## config.mk

```make
export PLATFORM = sky130hd
export DESIGN_NAME = word_arith_unit
export DESIGN_NICKNAME = d
export VERILOG_FILES = /design/src/rtl/calu_pkg.sv /design/src/rtl/csel_adder.sv /design/src/rtl/operand_regs.sv /design/src/rtl/result_unit.sv /design/src/rtl/word_arith_unit.sv
export SDC_FILE = /design/constraint.sdc
export NUM_CORES = 1
export LEC_CHECK = 0
export BUFFER_PORTS_ARGS = -buffer_cell sky130_fd_sc_hd__buf_2
export CORE_MARGIN = 3
export CORE_UTILIZATION = 55
export CTS_CLUSTER_SIZE = 8
export DETAILED_ROUTE_END_ITERATION = 7
export PLACE_DENSITY = 0.79
export SLEW_MARGIN = 10
export SYNTH_ARGS = -nofsm -noshare
export SYNTH_HDL_FRONTEND = slang
export SYNTH_SLANG_ARGS = --single-unit
```

## constraint.sdc

```tcl
create_clock -name clk -period 7.25 [get_ports clk]
set_clock_uncertainty 0.15 [all_clocks]
set_input_delay 0.725 -clock clk [delete_from_list [all_inputs] [get_ports clk]]
set_output_delay 0.725 -clock clk [all_outputs]
set_load 0.005 [all_outputs]
```

## src/rtl/calu_pkg.sv

```systemverilog
// Package: shared constants for the 16-bit add/subtract coprocessor.
// Assumes a byte-wide host bus and a word exactly two bytes wide.
package calu_pkg;
    localparam int BYTE_W = 8;
    localparam int ADDR_W = 3;
    localparam int NIB_W  = 4;   // digit carry is taken out of this many low bits

    localparam logic [ADDR_W-1:0] SEL_A_LO = 3'd0;
    localparam logic [ADDR_W-1:0] SEL_A_HI = 3'd1;
    localparam logic [ADDR_W-1:0] SEL_B_LO = 3'd2;
    localparam logic [ADDR_W-1:0] SEL_B_HI = 3'd3;
    localparam logic [ADDR_W-1:0] SEL_R_LO = 3'd4;
    localparam logic [ADDR_W-1:0] SEL_R_HI = 3'd5;
endpackage

```

## src/rtl/csel_adder.sv

```systemverilog
// Module: csel_adder
// Carry-select adder. Section 0 ripples with the true carry-in. Every higher
// section computes two sums (carry-in 0 and 1) and the incoming carry selects.
// Assumes W is a whole multiple of SEC_W.
module csel_adder #(
    parameter int W     = 16,
    parameter int SEC_W = 4
) (
    input  logic [W-1:0] a,
    input  logic [W-1:0] b,
    input  logic         cin,
    output logic [W-1:0] sum,
    output logic         cout
);
    localparam int NSEC = W / SEC_W;

    logic [NSEC:0] carry;
    assign carry[0] = cin;

    for (genvar s = 0; s < NSEC; s++) begin : g_sec
        logic [SEC_W-1:0] a_s, b_s;
        assign a_s = a[s*SEC_W +: SEC_W];
        assign b_s = b[s*SEC_W +: SEC_W];
        if (s == 0) begin : g_first
            // first section: plain add with the real carry-in
            assign {carry[1], sum[SEC_W-1:0]} =
                {1'b0, a_s} + {1'b0, b_s} + (SEC_W+1)'(carry[0]);
        end else begin : g_select
            logic [SEC_W:0] pre0, pre1;
            // precomputed sums for both possible carry-ins
            assign pre0 = {1'b0, a_s} + {1'b0, b_s};
            assign pre1 = {1'b0, a_s} + {1'b0, b_s} + (SEC_W+1)'(1);
            // carry from below picks one of them
            assign {carry[s+1], sum[s*SEC_W +: SEC_W]} = carry[s] ? pre1 : pre0;
        end
    end

    assign cout = carry[NSEC];

    // section selection must agree with a full-width sum
    always_comb begin
        a_r1_csel_equals_sum: assert ({cout, sum} == ({1'b0, a} + {1'b0, b} + (W+1)'(cin)));
    end
endmodule

```

## src/rtl/operand_regs.sv

```systemverilog
// Module: operand_regs
// Holds operands A and B, each loaded one byte per bus write. Addresses
// outside the operand range are ignored. Synchronous active-low reset.
module operand_regs
    import calu_pkg::*;
#(
    parameter int WORD_W = 16
) (
    input  logic              clk,
    input  logic              rst_n,
    input  logic              we,
    input  logic [ADDR_W-1:0] addr,
    input  logic [BYTE_W-1:0] wdata,
    output logic [WORD_W-1:0] opa,
    output logic [WORD_W-1:0] opb
);
    // byte-wise loading of both operands
    always_ff @(posedge clk) begin
        if (!rst_n) begin
            opa <= '0;
            opb <= '0;
        end else if (we) begin
            case (addr)
                SEL_A_LO: opa[BYTE_W-1:0]      <= wdata;
                SEL_A_HI: opa[WORD_W-1:BYTE_W] <= wdata;
                SEL_B_LO: opb[BYTE_W-1:0]      <= wdata;
                SEL_B_HI: opb[WORD_W-1:BYTE_W] <= wdata;
                default: ;
            endcase
        end
    end

    a_r6_low_write_keeps_high: assert property (@(posedge clk) disable iff (!rst_n)
        (we && addr == SEL_A_LO) |=> $stable(opa[WORD_W-1:BYTE_W]) && $stable(opb));
    a_r6_high_write_keeps_low: assert property (@(posedge clk) disable iff (!rst_n)
        (we && addr == SEL_B_HI) |=> $stable(opb[BYTE_W-1:0]) && $stable(opa));
    a_r7_no_write_outside: assert property (@(posedge clk) disable iff (!rst_n)
        (!we || addr >= SEL_R_LO) |=> $stable(opa) && $stable(opb));
endmodule

```

## src/rtl/result_unit.sv

```systemverilog
// Module: result_unit
// Runs one add or subtract per command through the carry-select adder and
// registers the result with carry, zero and digit-carry flags. Subtract wins
// when both commands are high. Holds its state while no command is present.
module result_unit
    import calu_pkg::*;
#(
    parameter int WORD_W = 16,
    parameter int SEC_W  = 4
) (
    input  logic              clk,
    input  logic              rst_n,
    input  logic              cmd_add,
    input  logic              cmd_sub,
    input  logic [WORD_W-1:0] opa,
    input  logic [WORD_W-1:0] opb,
    output logic [WORD_W-1:0] res_q,
    output logic              c_q,
    output logic              z_q,
    output logic              dc_q
);
    logic              go;
    logic [WORD_W-1:0] b_eff;
    logic [WORD_W-1:0] sum;
    logic              cout;
    logic [NIB_W:0]    nib;

    assign go    = cmd_add | cmd_sub;
    assign b_eff = cmd_sub ? ~opb : opb;

    csel_adder #(.W(WORD_W), .SEC_W(SEC_W)) u_adder (
        .a   (opa),
        .b   (b_eff),
        .cin (cmd_sub),
        .sum (sum),
        .cout(cout)
    );

    // low-digit add for the carry out of bit 3
    assign nib = {1'b0, opa[NIB_W-1:0]} + {1'b0, b_eff[NIB_W-1:0]} + (NIB_W+1)'(cmd_sub);

    // capture result and flags on a command, otherwise hold
    always_ff @(posedge clk) begin
        if (!rst_n) begin
            res_q <= '0;
            c_q   <= 1'b0;
            z_q   <= 1'b0;
            dc_q  <= 1'b0;
        end else if (go) begin
            res_q <= sum;
            c_q   <= cout;
            z_q   <= (sum == '0);
            dc_q  <= nib[NIB_W];
        end
    end

    a_r1_add_result: assert property (@(posedge clk) disable iff (!rst_n)
        (cmd_add && !cmd_sub) |=> ({c_q, res_q} == $past({1'b0, opa} + {1'b0, opb})));
    a_r2_sub_result: assert property (@(posedge clk) disable iff (!rst_n)
        cmd_sub |=> (res_q == $past(opa - opb)));
    a_r3_no_borrow: assert property (@(posedge clk) disable iff (!rst_n)
        cmd_sub |=> (c_q == $past(opa >= opb)));
    a_r4_zero_matches: assert property (@(posedge clk) disable iff (!rst_n)
        go |=> (z_q == (res_q == '0)));
    a_r8_hold_idle: assert property (@(posedge clk) disable iff (!rst_n)
        !go |=> $stable(res_q) && $stable(c_q) && $stable(z_q) && $stable(dc_q));
    a_r10_reset_clears: assert property (@(posedge clk)
        !rst_n |=> (res_q == '0) && !c_q && !z_q && !dc_q);
endmodule

```

## src/rtl/word_arith_unit.sv

```systemverilog
// Module: word_arith_unit (top)
// Byte-bus front end for the 16-bit add/subtract coprocessor: operand
// registers, the arithmetic/result stage and a combinational read mux.
// Assumes WORD_W is two bytes; unmapped addresses read as zero.
module word_arith_unit
    import calu_pkg::*;
#(
    parameter int WORD_W = 16,
    parameter int SEC_W  = 4
) (
    input  logic              clk,
    input  logic              rst_n,
    input  logic              bus_we,
    input  logic [ADDR_W-1:0] bus_addr,
    input  logic [BYTE_W-1:0] bus_wdata,
    output logic [BYTE_W-1:0] bus_rdata,
    input  logic              cmd_add,
    input  logic              cmd_sub,
    output logic              flag_c,
    output logic              flag_z,
    output logic              flag_dc
);
    logic [WORD_W-1:0] opa, opb, res;

    operand_regs #(.WORD_W(WORD_W)) u_ops (
        .clk  (clk),
        .rst_n(rst_n),
        .we   (bus_we),
        .addr (bus_addr),
        .wdata(bus_wdata),
        .opa  (opa),
        .opb  (opb)
    );

    result_unit #(.WORD_W(WORD_W), .SEC_W(SEC_W)) u_res (
        .clk    (clk),
        .rst_n  (rst_n),
        .cmd_add(cmd_add),
        .cmd_sub(cmd_sub),
        .opa    (opa),
        .opb    (opb),
        .res_q  (res),
        .c_q    (flag_c),
        .z_q    (flag_z),
        .dc_q   (flag_dc)
    );

    // byte read-back mux
    always_comb begin
        case (bus_addr)
            SEL_A_LO: bus_rdata = opa[BYTE_W-1:0];
            SEL_A_HI: bus_rdata = opa[WORD_W-1:BYTE_W];
            SEL_B_LO: bus_rdata = opb[BYTE_W-1:0];
            SEL_B_HI: bus_rdata = opb[WORD_W-1:BYTE_W];
            SEL_R_LO: bus_rdata = res[BYTE_W-1:0];
            SEL_R_HI: bus_rdata = res[WORD_W-1:BYTE_W];
            default:  bus_rdata = '0;
        endcase
    end

    a_r7_unmapped_reads_zero: assert property (@(posedge clk) disable iff (!rst_n)
        (bus_addr > SEL_R_HI) |-> (bus_rdata == '0));
endmodule

```

==> metrics.md <==
| Metric | Value |
|---|---|
| Switching power | around 0.18 mW |
| Sequential area share after synthesis | between 30% and 40% |
| H-tree depth | 2 |
| CP Data Arrival Time | between 3 and 4 ns |
| Ys Warns | 0 |
| R2r setup slk | ~3.8 ns |
| Diodes inserted | 0 |
| Most frequent cell after synthesis | nand2_1 |
| Core area | ~5600 um2 |
| Routed len/inst | ~16 um |
| Comb pwr share | around a fifth |
| Slew @ Worst Pin | ~0.89 ns |
| Port bufs | 26 |
| Worst skew pair latency | 0.32 ns |
| # DRC | 0 |
| Reg-to-reg critical path endpoint | u_res.z_q |
| Slew margin rel. | about two fifths |
| Sw Ratio | 30.8% |
| Initial antenna violation count | 0 |
| CTS tree | yes |
| Effective utilization at floorplan | between 50% and 60% |
| Clk slew on worst S/H paths | 0.09 ns |
| Synth Register Bits | 51 |
| HP Class | reg2reg |
| Worst hold start | u_res.res_q[5] |
| Syn nets | 439 |
| Clock sink count | 51 |
| Number of global-route vias before repair | around 2800 |
| CP endpoint kind | flop |
| Post-DP HPWL | approximately 6000 um |
| Worst r2r src | u_ops.opb[4] |
| Storage element area | a little over 1000 um2 |
| Die Height | around 83 um |
| Total GRT Usage | between 20% and 30% |
| Gr ovfl total | 0 |
| Fin crit share | a little over half |
| Crit path required time | 7.36 ns |
| Worst R2R Path Depth | 12 |
| CTS Buf Count | 5 |
| Fin nets | roughly 450 |
| Number of synthesized flops with an enable pin | 0 |
| Area delta synth->final | 7.48% |
| Hold EP | u_res.res_q[5] |
| Ports | 27 |
| RSZ-0062 raised after global routing | false |
| Clock root buffer | clkbuf_8 |
| Global-route wire length before repair | about 13000 um |
| Mean Syn Cell Area | just over 8 um2 |
| GPL Wtd Cong | approximately 0.92 |
| Fill count | 526 |
| Post-synthesis cell type count | 50 |
| Hold path depth | 2 |
| Final count of negative-setup-slack endpoints | 0 |
| Status | finished clean |
| Critical Path Fanout Max | 18 |
| Site row count | 27 |
| Cts repair resizes | 0 |
| Drt first-iter violations | about 150 |
| Die width | between 80 and 90 um |
| Antenna Nets Post-Route | 0 |
| Asr flop ratio synth | 0% |
| Vias | roughly 2800 |
| Multi-input logic area | 2090 um2 |
| Sequential Power Share | 51.0% |
| Area share of the largest cell type after synthesis | around 31% |
| Commonest cells post-synth | nand2_1 (85), dfxtp_1 (51), a21oi_1 (46) |
| Clock buffer depth | 2 |
| Die area | between 6000 and 7000 um2 |
| Crit path time final | roughly 3.8 ns |
| Setup TNS Final | 0 ns |
| Core Util, Final | a little over three fifths |
| Cell internal pwr | 0.410 mW |
| Final Hold Vio Count | 0 |
| Total of max-cap violations | 0 |
| Layout cells sized above 1 | roughly an eighth |
| Top_reg_cell synth | dfxtp_1 |
| Post-synthesis cell area | about 3300 um2 |
| Synth top area cells | dfxtp_1 (31%), nand2_1 (9.8%), a21oi_1 (7.1%), ha_1 (6.9%), xor2_1 (5.1%) |
| Postcts setup bufs | 0 |
| Worst VDD drop | approximately 0.00012 V |
| Clk pwr share | 29.2% |
| WL final | between 7000 and 8000 um |
| Mapped Cells | about 400 |
| Hold_buf cts | 0 |
| Pwr Density | 169 nW/um2 |
| First-pass DRT Iterations | 4 |
| Via/cell ratio | 5.74 |
| Slew Limit Fails | 0 |
| Largest net degree at the start of global routing | between 40 and 50 |
| Crit path kind | in2reg |
| Fmax | approximately 260 MHz |
| Static leakage | roughly 1.4 nW |
| CP Launch Type | input port |
| Post-synth top area cell | dfxtp_1 |
## layer usage
metal,share of wire [%],vias to the layer above,track usage (%)
li1,-,1408,-
met1,46,1298,30.9
met4,1.4,0,6.84
met5,0,-,0
met2,47,81,36.0
met3,6.0,14,5.16
## power by group through the flow
stage	Sequential [mW]	Clock (mW)	Combinational [mW]
2_1_floorplan	0.305	0	0.0871
4_1_cts	0.302	0.174	0.117
3_5_place_dp	0.308	0	0.116
6_report	0.302	0.173	0.117
5_1_grt	0.304	0.184	0.131
3_3_place_gp	0.308	0	0.112
## registers in the layout (all words and copies together) (netlist names)
name / cells
u_res.res_q: 16
u_res.dc_q: 1
u_res.c_q: 1
u_res.z_q: 1
u_ops.opb: 16
u_ops.opa: 16
## how the worst max path moves through the flow
stage            start         endpoint  slack [ns]  cells past startpoint
6_report       cmd_sub        u_res.z_q        3.42                     13
5_1_grt        cmd_sub  u_res.res_q[14]        3.09                     13
4_1_cts        cmd_sub        u_res.z_q        3.41                     13
3_5_place_dp   cmd_sub        u_res.z_q        3.07                     13
3_3_place_gp   cmd_sub        u_res.z_q        3.23                     13
2_1_floorplan  cmd_sub        u_res.z_q        2.96                     15
## metrics by stage
stage | worst slack, ns | hold slack, ns | total power, mW | instances | cell area (um2)
floorplan | 2.96 | 0.279 | 0.392 | 401 | 3260
global placement | 3.23 | 0.290 | 0.420 | 480 | 3420
detailed placement | 3.07 | 0.294 | 0.425 | 480 | 3420
CTS | 3.41 | 0.308 | 0.593 | 488 | 3510
global route | 3.09 | 0.342 | 0.618 | 488 | 3510
finish | 3.42 | 0.307 | 0.593 | 488 | 3510
## logic make-up (layout without fill, tap and decap cells)
logic type / after synthesis / after routing / synth area share [%]
adder cells (fa/ha/maj): 22 / 22 / 9.36
buffers and inverters: 41 / 56 / 4.72
multiplexers: 17 / 17 / 7.59
flip-flops: 51 / 51 / 31.3
XOR/XNOR: 34 / 34 / 9.36
AND/OR/NAND/NOR: 146 / 146 / 20.9
AO/OA/AOI/OAI: 90 / 90 / 16.8
## cell usage in the layout (no fill, tap or decap), types with 2 or more instances in the layout
master    count
dfxtp_1      51
nor2_1       24
a21o_1        3
xor2_1       19
o21ai_0       6
mux2_2        2
a31oi_1       2
and3_1        3
nor2b_1       3
a21oi_1      46
mux2i_1       9
or3_1         3
o211ai_1      2
or2_2         3
xnor2_1      14
nor3_1        2
clkbuf_8      5
inv_1        21
o21bai_1      2
nand2_1      85
a211oi_1     12
nand2b_1      4
nand3_1       5
o22ai_1       7
mux4_2        6
a22oi_1       2
a311oi_1      2
nor4b_1       2
ha_1         18
buf_2        26
fa_1          4
## worst max-delay path: stages
cell     delay [ns]
buf_2          0.37
xor2_1         0.19
ha_1           0.18
inv_1          0.05
fa_1           0.39
xnor2_1        0.29
nand2_1        0.14
nor4_4         0.24
xor2_2         0.43
nand3_4        0.15
a211o_1        0.31
a221o_1        0.33
o21ai_2        0.10
## final cells by class
class | count | share of cell area [%]
clock inverter | 3 | 0.642
sequential | 51 | 29.1
multi-input combinational | 309 | 59.5
tap | 72 | 2.57
clock buffer | 5 | 1.96
inverter | 21 | 2.25
timing repair buffer | 27 | 3.92
Power figures use the tool's default switching activity.
